File: src/rtl/vdma_pkg.sv
package vdma_pkg;
    typedef enum logic [1:0] {
        PH_IDLE = 2'd0,
        PH_RD   = 2'd1,
        PH_WR   = 2'd2
    } phase_e;
endpackage

File: src/rtl/vdma_ptr.sv
// Block-granular pointer: byte-wise loadable, advances one block per pulse.
module vdma_ptr #(
    parameter int BLK_W  = 12,
    parameter int DATA_W = 8,
    parameter int BYTE_W = 4
) (
    input  logic              clk,
    input  logic              rst_n,
    input  logic              wr_hi,
    input  logic              wr_lo,
    input  logic [DATA_W-1:0] wdata,
    input  logic              adv,
    output logic [BLK_W-1:0]  blk
);
    localparam int LO_W = DATA_W - BYTE_W;
    localparam int HI_W = BLK_W - LO_W;

    logic [BLK_W-1:0] blk_d, blk_q;

    always_comb begin
        blk_d = blk_q;
        if (wr_hi) blk_d[BLK_W-1:LO_W] = wdata[HI_W-1:0];
        if (wr_lo) blk_d[LO_W-1:0]     = wdata[DATA_W-1:BYTE_W];
        if (adv)   blk_d               = blk_q + BLK_W'(1);
    end

    always_ff @(posedge clk) begin
        if (!rst_n) blk_q <= '0;
        else        blk_q <= blk_d;
    end

    assign blk = blk_q;
endmodule

File: src/rtl/vdma_seq.sv
// Transfer sequencer: read/write alternation, byte index, blocks left.
module vdma_seq #(
    parameter int CNT_W  = 7,
    parameter int BYTE_W = 4
) (
    input  logic              clk,
    input  logic              rst_n,
    input  logic              start,
    input  logic [CNT_W-1:0]  cnt_in,
    output logic              rd_req,
    output logic              wr_req,
    output logic [BYTE_W-1:0] byte_idx,
    output logic              blk_done,
    output logic              busy,
    output logic [CNT_W-1:0]  left
);
    import vdma_pkg::*;

    typedef struct packed {
        phase_e            ph;
        logic [BYTE_W-1:0] idx;
        logic [CNT_W-1:0]  left;
    } seq_t;

    seq_t s_d, s_q;
    logic done_d;

    always_comb begin
        s_d    = s_q;
        done_d = 1'b0;
        case (s_q.ph)
            PH_IDLE: begin
                if (start) begin
                    s_d.ph   = PH_RD;
                    s_d.idx  = '0;
                    s_d.left = cnt_in;
                end
            end
            PH_RD: s_d.ph = PH_WR;
            PH_WR: begin
                if (s_q.idx == {BYTE_W{1'b1}}) begin
                    done_d  = 1'b1;
                    s_d.idx = '0;
                    if (s_q.left == '0) begin
                        s_d.ph = PH_IDLE;
                    end else begin
                        s_d.ph   = PH_RD;
                        s_d.left = s_q.left - CNT_W'(1);
                    end
                end else begin
                    s_d.ph  = PH_RD;
                    s_d.idx = s_q.idx + BYTE_W'(1);
                end
            end
            default: s_d.ph = PH_IDLE;
        endcase
    end

    always_ff @(posedge clk) begin
        if (!rst_n) begin
            s_q.ph   <= PH_IDLE;
            s_q.idx  <= '0;
            s_q.left <= '0;
        end else begin
            s_q <= s_d;
        end
    end

    assign rd_req   = (s_q.ph == PH_RD);
    assign wr_req   = (s_q.ph == PH_WR);
    assign busy     = (s_q.ph != PH_IDLE);
    assign byte_idx = s_q.idx;
    assign left     = s_q.left;
    assign blk_done = done_d;
endmodule

File: src/rtl/vdma_engine.sv
module vdma_engine #(
    parameter int              DATA_W   = 8,
    parameter int              ADDR_W   = 16,
    parameter int              WIN_W    = 13,
    parameter int              BYTE_W   = 4,
    parameter int              CNT_W    = 7,
    parameter int              REG_AW   = 8,
    parameter logic [REG_AW-1:0] REG_BASE = 8'h51,
    parameter logic [ADDR_W-WIN_W-1:0] WIN_BASE = 3'b100
) (
    input  logic              clk,
    input  logic              rst_n,
    input  logic              bus_sel,
    input  logic              bus_wr,
    input  logic [REG_AW-1:0] bus_addr,
    input  logic [DATA_W-1:0] bus_wdata,
    output logic [DATA_W-1:0] bus_rdata,
    output logic              mem_rd_req,
    output logic              mem_wr_req,
    output logic [ADDR_W-1:0] mem_addr,
    output logic [DATA_W-1:0] mem_wdata,
    input  logic [DATA_W-1:0] mem_rdata,
    output logic              busy
);
    localparam int SRC_BLK_W = ADDR_W - BYTE_W;
    localparam int DST_BLK_W = WIN_W - BYTE_W;
    localparam int NREG      = 5;
    localparam int R_SRC_HI  = 0;
    localparam int R_SRC_LO  = 1;
    localparam int R_DST_HI  = 2;
    localparam int R_DST_LO  = 3;
    localparam int R_CTL     = 4;

    logic [NREG-1:0]      wr_stb;
    logic [SRC_BLK_W-1:0] src_blk;
    logic [DST_BLK_W-1:0] dst_blk;
    logic [BYTE_W-1:0]    byte_idx;
    logic [CNT_W-1:0]     left;
    logic                 blk_done;
    logic                 rd_req, wr_req, run;

    for (genvar g = 0; g < NREG; g++) begin : g_dec
        assign wr_stb[g] = bus_sel & bus_wr & ~run &
                           (bus_addr == REG_BASE + REG_AW'(g));
    end

    vdma_ptr #(.BLK_W(SRC_BLK_W), .DATA_W(DATA_W), .BYTE_W(BYTE_W)) u_src (
        .clk(clk), .rst_n(rst_n),
        .wr_hi(wr_stb[R_SRC_HI]), .wr_lo(wr_stb[R_SRC_LO]),
        .wdata(bus_wdata), .adv(blk_done), .blk(src_blk)
    );

    vdma_ptr #(.BLK_W(DST_BLK_W), .DATA_W(DATA_W), .BYTE_W(BYTE_W)) u_dst (
        .clk(clk), .rst_n(rst_n),
        .wr_hi(wr_stb[R_DST_HI]), .wr_lo(wr_stb[R_DST_LO]),
        .wdata(bus_wdata), .adv(blk_done), .blk(dst_blk)
    );

    vdma_seq #(.CNT_W(CNT_W), .BYTE_W(BYTE_W)) u_seq (
        .clk(clk), .rst_n(rst_n),
        .start(wr_stb[R_CTL]), .cnt_in(bus_wdata[CNT_W-1:0]),
        .rd_req(rd_req), .wr_req(wr_req), .byte_idx(byte_idx),
        .blk_done(blk_done), .busy(run), .left(left)
    );

    always_comb begin
        bus_rdata = '1;
        if (bus_addr == REG_BASE + REG_AW'(R_CTL) && run)
            bus_rdata = DATA_W'({1'b0, left});
    end

    always_comb begin
        mem_addr = {src_blk, byte_idx};
        if (wr_req) mem_addr = {WIN_BASE, dst_blk, byte_idx};
    end

    assign mem_rd_req = rd_req;
    assign mem_wr_req = wr_req;
    assign mem_wdata  = mem_rdata;
    assign busy       = run;
endmodule

File: config.mk
export PLATFORM = sky130hd
export DESIGN_NAME = vdma_engine
export DESIGN_NICKNAME = d
export VERILOG_FILES = /design/src/rtl/vdma_pkg.sv /design/src/rtl/vdma_ptr.sv /design/src/rtl/vdma_seq.sv /design/src/rtl/vdma_engine.sv
export SDC_FILE = /design/constraint.sdc
export NUM_CORES = 1
export LEC_CHECK = 0
export ABC_AREA = 1
export BUFFER_PORTS_ARGS = -buffer_cell sky130_fd_sc_hd__buf_2
export CAP_MARGIN = 20
export CORE_ASPECT_RATIO = 0.6
export CORE_UTILIZATION = 55
export DETAILED_ROUTE_END_ITERATION = 16
export HOLD_SLACK_MARGIN = 0.02
export PLACE_DENSITY_LB_ADDON = 0.15
export SLEW_MARGIN = 20
export SYNTH_ARGS = -nofsm -noshare
export SYNTH_HDL_FRONTEND = slang
export SYNTH_SLANG_ARGS = --single-unit
File: constraint.sdc
create_clock -name clk -period 3 [get_ports clk]
set_input_delay 0.15 -clock clk [delete_from_list [all_inputs] [get_ports clk]]
set_output_delay 0.15 -clock clk [all_outputs]
set_load 0.005 [all_outputs]
Word-level counts from Yosys, hierarchy flattened
Cells that the tools add are included.
{ "word_totals": {"reg_bits": 34, "in_bits": 28, "output_inout_bits": 35, "wordCells": 58} }
{ "op_classes": {"n_addsub": 4, "n_eq_ne": 11, "mux": 17, "bitwise_logic": 8, "n_reduce_logical": 11} }
{ "ops": {"columns": ["operator", "n"], "rows": [
  ["$eq 8x7->1 const B", 5],
  ["$pmux 11 s2", 1],
  ["$mux 16", 1],
  ["$mux 8", 2],
  ["$mux 7", 2],
  ["$mux 13", 1],
  ["$add 12x1->12 const B", 1],
  ["$mux 12", 1],
  ["$reduce_bool 2->1", 6],
  ["$add 9x1->9 const B", 1],
  ["$mux 9", 1],
  ["$mux 4", 2],
  ["$and 1x1->1", 7],
  ["$logic_not 7->1", 1],
  ["$sub 7x1->7 const B", 1],
  ["$mux 6", 1],
  ["$pmux 2 s3", 1],
  ["$mux 5", 1],
  ["$add 4x1->4 const B", 1],
  ["$eq 4x4->1 const B", 1],
  ["$ne 2x1->1 const B", 2],
  ["$reduce_and 4->1", 1],
  ["$mux 1", 3],
  ["$eq 2x1->1 const B", 1],
  ["6 further kinds", 6]
]} }

Depth between registers and ports, before layout
Gate-level depths: netlist (run 1).
{ "logic_depth": {"word_depth": 6, "mapped_depth": 11, "mapped_depth_nobuf": 11} }

Cells and area by module
A second synthesis (run 1) with hierarchy kept.
{ "hier_totals": {"cells_unflattened": 437, "area_unflattened_um2": 2745.1} }
{ "modules_own_cells": {"columns": ["module", "n_inst", "cells_per_inst", "area_per_inst_um2", "seq_area_each_um2"], "rows": [
  ["vdma_seq", 1, 127, 882.1, 260.2],
  ["vdma_ptr (u_src)", 1, 129, 813.3, 240.2],
  ["vdma_ptr (u_dst)", 1, 98, 606.8, 180.2],
  ["vdma_engine", 1, 83, 442.9, 0.0]
]} }

Least setup slack after synthesis (run 1)
No wires, ideal clock.
{ "synth_timing": {"kind": "reg-to-reg", "from": "register u_seq.s_q (netlist bit u_seq.byte_idx[0])", "to": "register u_src.blk_q[4], in the netlist u_src.blk[4]", "setup_time_ps": 128, "arrival_time_ps": 1288, "required_ps": 2872, "slack_ps": 1584, "stages_incl_launch_ff": 11, "n_path_buf": 1, "synth_period_minus_slack_ps": 1416, "cell_sequence": "dfxtp_1 ha_1 nand3_1 inv_1 nand2_4 clkinv_2 buf_6 nand3_1 o21ai_0 nor2_1 nor2_1"} }
{ "synth_via": {"elab_chain_len": 4, "word_cells_on_any_way": 5, "cone_classes": "eq/ne: 1; mux: 3; reduce/logical: 1"} }
{ "synth_lines": {"columns": ["element", "line_no", "source"], "rows": [
  ["start: declaration", "vdma_seq.sv:25", "seq_t s_d, s_q;"],
  ["$eq 4x4->1 *", "vdma_seq.sv:41", "if (s_q.idx == {BYTE_W{1'b1}}) begin"],
  ["$mux 1 *", "vdma_seq.sv:41", null],
  ["$mux 1 *", "vdma_seq.sv:31", "case (s_q.ph)"],
  ["$mux 12 or $reduce_bool 2->1 (tied branches)", null, null],
  ["end signal: assignment", "vdma_ptr.sv:29", "else blk_q <= blk_d;"],
  ["end: declaration", "vdma_ptr.sv:18", "logic [BLK_W-1:0] blk_d, blk_q;"]
]} }
Every way passes the cells marked *; elsewhere a longest branch is shown, timed or not.
A chain may end at the register's enable or synchronous reset.

Final worst setup path (run 1)
{ "layout_timing": {"from": "register u_seq.s_q (netlist bit u_seq.byte_idx[0])", "to": "register u_dst.blk_q[7], in the netlist u_dst.blk[7]"} }
{ "layout_via": {"elab_chain_len": 4, "word_cells_on_any_way": 5, "cone_classes": "eq/ne: 1; mux: 3; reduce/logical: 1"} }
{ "layout_lines": {"columns": ["element", "line_no"], "rows": [
  ["$eq 4x4->1 *", "vdma_seq.sv:41"],
  ["$mux 1 *", "vdma_seq.sv:41"],
  ["$mux 1 *", "vdma_seq.sv:31"],
  ["$mux 9 or $reduce_bool 2->1 (tied branches)", null],
  ["end signal: assignment", "vdma_ptr.sv:29"],
  ["end: declaration", "vdma_ptr.sv:18"]
]} }
Marked as above.

==> impl_metrics.csv, run 1 <==
group,metric,value,unit
status,status,"completed",
placed_design,place_area,2710,sq um
critical_path,crit_path_start_kind,"flop",
final_layout,synthToLayoutAreaGrowth,9.27,%
final_layout,layout_commonest_cell,"nand2_1",
route,vias,2860,
yosys,synth_fp_nets,470,
placed_design,io_buffers,46,
cts,clock-root-buffer,"clkbuf_8",
sta,relSlewSlack,63.7,%
cts,cts_hold_buffers,0,
critical_path,critical_path_arrival,2.27,ns
critical_path,cp-end-kind,"flop",
grt,grt_max_degree,37,
final_layout,final_cell_mix,"nand2_1, nand3_1, nor2_1",
grt,busiest_layer,"met1",
sta,period_share,67.5,%
final_layout,finalCoreUtilization,65.1,%
run,cap_violations,0,
cts,clock_path_buffers,2,
grt,grt_usage,30.6,%
route,post-route-drc-count,0,
route,totalWireLength,7150,microns
pwr,p_leak,1.36,nW
pwr,powerDensity,302,nW/um^2
cts,clk_latency,0.29,ns
sta,skew,0.00263,ns
placed_design,place_congestion,0.928,
final_layout,fin_nets,500,
yosys,ys_types,30,
floorplanning,dieArea,4920,sq um
cts,cts_sinks,34,
grt,grtUsageMet2,41.8,%
worst_hold_path,hp-class,"in -> reg",
grt,antenna_found_initial,0,
grt,grt_pass1_vias,2276,
yosys,netlist_instances,437,
floorplanning,start_util,59.6,%
floorplanning,die_y,54.8,microns
route,first_pass_iters,5,
floorplanning,coreArea,4280,sq um
yosys,synth.avg_cell_area,5.84,sq um
final_layout,stdcell_area,2790,sq um
cts,cts_buffers,5,
sta,worst_pin_slew,0.542,ns
sta,finalSetupViolCount,0,
cts,postCtsSetupBuffers,0,
cts,cts.reportedPaths.clkPinSlew,0.07,ns
grt,grt_pass1_wl,11500,microns
cts,h-tree-depth,2,
yosys,synth.area.top_cells,"dfxtp_1, nand2_1, nand3_1, nor2_1, inv_1",
cts,ctsResizeCount,0,
yosys,yosysTopAreaCellShare,26.7,%
grt,grtUsageMet1,47.1,%
floorplanning,std_cell_rows,18,
yosys,yosysSeqAreaShare,26.7,%
critical_path,path_class,"reg -> reg",
pwr,total_power,0.000842,W
sta,final.min_clock_period,2.03,ns
grt,gr-total-overflow,0,
pwr,vdd_drop_max,0.225,mV
final_layout,drive_gt1_share,14.1,%
floorplanning,chipWidth,89.9,microns
final_layout,n_antenna_cell,0,
sta,rsz0062_at_grt,"false",
critical_path,path_max_fanout,36,
placed_design,hpwl,5340,microns
sta,final.setup.tns,0,ns
cts,cts_tree,"done",
route,ant_nets,0,
grt,use_met3,5.42,%
yosys,ys_warn_count,0,
yosys,syn-cell-area,2550,sq um
sta,drv_slew,0,
sta,timing.fmax,0.494,GHz
floorplanning,top_level_ports,63,
route,drt-initial-drc-count,322,
route,via_per_inst,5.43,
critical_path,required,3.25,ns
yosys,synth-seq-cells,34,
yosys,yosys.area.top_type,"dfxtp_1",
sta,hold_viol,0,
route,wire_per_inst,13.6,microns
==> registers in the layout, indices dropped and copies added (netlist names) <==
| name | cells |
|---|---|
| u_src.blk | 12 |
| u_seq.s_q | 2 |
| u_dst.blk | 9 |
| u_seq.left | 7 |
| u_seq.byte_idx | 4 |
==> area by class of cell <==
class / instances / area (sq um)
inverter: 56 / 211
clock buffer: 7 / 76.3
multi-input combinational: 324 / 1510
fill: 435 / 1490
timing repair buffer: 46 / 230
sequential: 34 / 681
tap: 60 / 75.1
==> worst paths after layout <==
| check | end | cells after the start | start | slack [ns] |
|---|---|---|---|---|
| worst max-delay path | u_dst.blk[7] | 10 | u_seq.byte_idx[0] | 0.97 |
| worst min-delay path | u_seq.left[5] | 5 | bus_wdata[5] | 0.22 |
| worst max register to register | u_dst.blk[7] | 10 | u_seq.byte_idx[0] | 0.97 |
| worst min register to register | u_seq.byte_idx[3] | 2 | u_seq.byte_idx[3] | 0.50 |
==> worst max-delay path, cell delays in order (launching register included) <==
cell,delay [ns]
dfxtp_1,0.35
ha_1,0.23
nand3_1,0.13
inv_1,0.11
nand2_4,0.31
clkinv_2,0.33
nor2_1,0.22
nand2_1,0.08
nand3_1,0.11
nand2_1,0.05
inv_1,0.05
==> report_power, final <==
| group | switching [W] | internal [W] | leakage (nW) | total (W) |
|---|---|---|---|---|
| logic | 0.0000382 | 0.0000197 | 1.05 | 0.0000579 |
| registers | 0.000000710 | 0.000452 | 0.274 | 0.000452 |
| clock network | 0.000172 | 0.000160 | 0.0383 | 0.000332 |
| total | 0.000211 | 0.000631 | 1.36 | 0.000842 |
==> stage by stage <==
step | worst slack, ns | hold WS, ns | cells
after floorplan | 1.58 | 0.286 | 437
after global placement | 1.04 | 0.300 | 520
after detailed placement | 1.02 | 0.300 | 520
after CTS | 1.00 | 0.209 | 527
after global routing | 0.747 | 0.231 | 527
final | 0.974 | 0.216 | 527
==> routing by layer <==
layer | vias to the layer above | wire length [microns]
met5 | - | 0
met4 | 0 | 93
met3 | 9 | 684
met2 | 136 | 2750
met1 | 1279 | 3620
li1 | 1436 | -
==> synth_stat cells (all sizes together) <==
cell type,n
clkbuf,5
xnor2,2
a21oi,19
nor3,3
nand3b,1
o2111ai,1
or2,1
ha,5
nand3,58
nand2,139
a31oi,1
buf,18
inv,54
nand4,9
clkinv,2
o21ai,28
nor2,54
dfxtp,34
o21bai,1
xor2,2
==> cell families after synthesis <==
group,synth area share (%)
AO/OA/AOI/OAI,10.1
XOR/XNOR,1.37
adder cells (fa/ha/maj),2.45
buffers and inverters,14.0
flip-flops,26.7
AND/OR/NAND/NOR,45.4
Power figures use the tool's default switching activity.
==> inputs of run 2 (changes only) <==
ABC_AREA = 0   (was 1)
CORE_UTILIZATION = 53   (was 55)
clock period = 2 ns   (was 3 ns; I/O delays follow)
==> impl_metrics.csv, run 2 <==
group,metric,value,unit
final_layout,fin_nets,392,
grt,grt_pass1_wl,10600,microns
route,vias,2588,
critical_path,path_max_fanout,9,
grt,antenna_found_initial,0,
grt,grt_pass1_vias,2217,
cts,postCtsSetupBuffers,0,
critical_path,path_cells,"ha_1 > nand3_1 > a311o_2 > and2_4 > o32ai_1",
floorplanning,std_cell_rows,18,
yosys,synth_fp_nets,359,
final_layout,n_antenna_cell,0,
yosys,synthTopCellsByCount,"nand2_1, dfxtp_1, a21oi_1, nand3_1, nor2_1",
yosys,synth-edff-count,0,
critical_path,ff2ff_path_depth,5,
final_layout,layout_commonest_cell,"nand2_1",
worst_hold_path,hold_path_depth,3,
grt,busiest_layer,"met1",
route,post-route-drc-count,0,
route,via_per_inst,6.18,
yosys,ys.flop_type,"dfxtp_1",
sta,hold_viol,0,
floorplanning,die_y,54.6,microns
sta,rsz0062_at_grt,"false",
final_layout,synthToLayoutAreaGrowth,11.5,%
cts,cts_tree,"done",
final_layout,final_cell_mix,"nand2_1, buf_2, dfxtp_1",
cts,cts_sinks,34,
sta,final.setup.tns,0,ns
critical_path,critical_path.top_delay_family,"compound AO/OA/AOI/OAI gates",
cts,cts_buffers,5,
yosys,synth.area.top_cells,"dfxtp_1, nand2_1, mux2i_1, a21oi_1, nand3_1",
floorplanning,top_level_ports,63,
sta,relSlewSlack,42.0,%
sta,final.min_clock_period,1.92,ns
cts,clock-root-buffer,"clkbuf_8",
pwr,vdd_drop_max,0.307,mV
run,cap_violations,0,
sta,period_share,96.2,%
critical_path,cp-end-kind,"flop",
pwr,powerDensity,451,nW/um^2
critical_path,cp.depth,5,
floorplanning,chipWidth,89.7,microns
route,ant_nets,0,
sta,timing.fmax,0.520,GHz
grt,grtUsageMet2,42.3,%
cts,clk_latency,0.28,ns
yosys,yosys.area.top_type,"dfxtp_1",
critical_path,critPathMaxStageDelay,0.51,ns
yosys,ys_types,54,
placed_design,io_buffers,46,
grt,grtUsageMet1,44.4,%
yosys,synth.most_common_cell,"nand2_1",
route,drt-initial-drc-count,310,
yosys,ys_warn_count,0,
grt,use_met3,6.49,%
yosys,synth.avg_cell_area,7.50,sq um
critical_path,crit_buf_inv,0,
final_layout,largest_register_ff_count,12,
placed_design,place_congestion,0.945,
yosys,syn-cell-area,2440,sq um
status,status,"completed",
cts,clock_path_buffers,2,
critical_path,crit_path_start_kind,"flop",
final_layout,finalCoreUtilization,64.1,%
worst_hold_path,hp-class,"in -> reg",
yosys,yosysSeqAreaShare,27.8,%
placed_design,hpwl,5160,microns
critical_path,required,2.18,ns
critical_path,critical_path_arrival,2.11,ns
route,totalWireLength,6950,microns
grt,grt_max_degree,25,
route,wire_per_inst,16.6,microns
floorplanning,dieArea,4900,sq um
sta,finalSetupViolCount,0,
grt,grt_usage,29.5,%
floorplanning,start_util,57.4,%
yosys,yosysTopAreaCellShare,27.8,%
floorplanning,coreArea,4260,sq um
yosys,netlist_instances,326,
sta,worst_pin_slew,0.869,ns
cts,h-tree-depth,2,
critical_path,path_class,"reg -> reg",
route,first_pass_iters,4,
yosys,synth-seq-cells,34,
sta,skew,0.00265,ns
sta,drv_slew,0,
grt,gr-total-overflow,0,
final_layout,drive_gt1_share,22.6,%
yosys,async_flop_share,0,%
cts,cts.reportedPaths.clkPinSlew,0.07,ns
pwr,p_leak,1.12,nW
critical_path,cpMaxStageDelayCell,"a311o_2",
run 2: kinds of logic (layout without fill, tap and decap cells):
group / after synthesis / in the layout / synth area share, %
buf+inv: 45 / 78 / 10.1
simple gates: 155 / 155 / 34.2
compound gates: 74 / 74 / 20.0
flops: 34 / 34 / 27.8
fa+ha+maj: 5 / 5 / 2.56
xor+xnor: 1 / 1 / 0.358
mux: 12 / 12 / 4.91
run 2: where the power goes:
group	leakage, nW	total, W	internal [W]	switching [W]
Clock	0.0383	0.000479	0.000240	0.000239
Sequential	0.274	0.000678	0.000677	0.000000539
Combinational	0.806	0.0000743	0.0000266	0.0000477
run 2: path summary, 6_finish.rpt:
path | slack (ns) | start | to
min | 0.10 | bus_wdata[0] | u_src.blk[4]
max reg2reg | 0.08 | u_seq.byte_idx[1] | u_seq.left[3]
min reg2reg | 0.49 | u_seq.left[6] | u_seq.left[6]
max | 0.08 | u_seq.byte_idx[1] | u_seq.left[3]
run 2: metal layers:
layer	part of all wire (%)	up-vias
met5	0	-
met4	0.30	0
met3	11	5
met2	40	149
met1	49	1184
li1	-	1250
run 2: final cells by class:
cell class              count  area, sq um
fillers                   371         1530
multi-input cells         247         1520
flip-flops and latches     34          681
repair buffers             60          335
clock buffers               7         76.3
well taps                  60         75.1
inverters                  11         41.3
run 2: through the flow:
step / power, W / hold slack [ns] / area, sq um / setup WS, ns / instances
detailed placement: 0.000765 / 0.200 / 2650 / 0.108 / 412
global placement: 0.000764 / 0.200 / 2650 / 0.247 / 412
floorplan: 0.000741 / 0.250 / 2440 / 0.282 / 326
CTS: 0.00124 / 0.0979 / 2730 / 0.0875 / 419
global route: 0.00128 / 0.110 / 2730 / 0.0236 / 419
finish: 0.00123 / 0.105 / 2730 / 0.0754 / 419
run 2: worst min-delay path: stages:
cell,delay (ns)
buf_2,0.12
nand2_1,0.05
a31oi_1,0.06
run 2: timing repair:
action	in CTS	in global routing
gates resized for setup	0	1
endpoints found under the hold margin	0	0
endpoints found under the setup margin	0	1
hold buffers	0	0
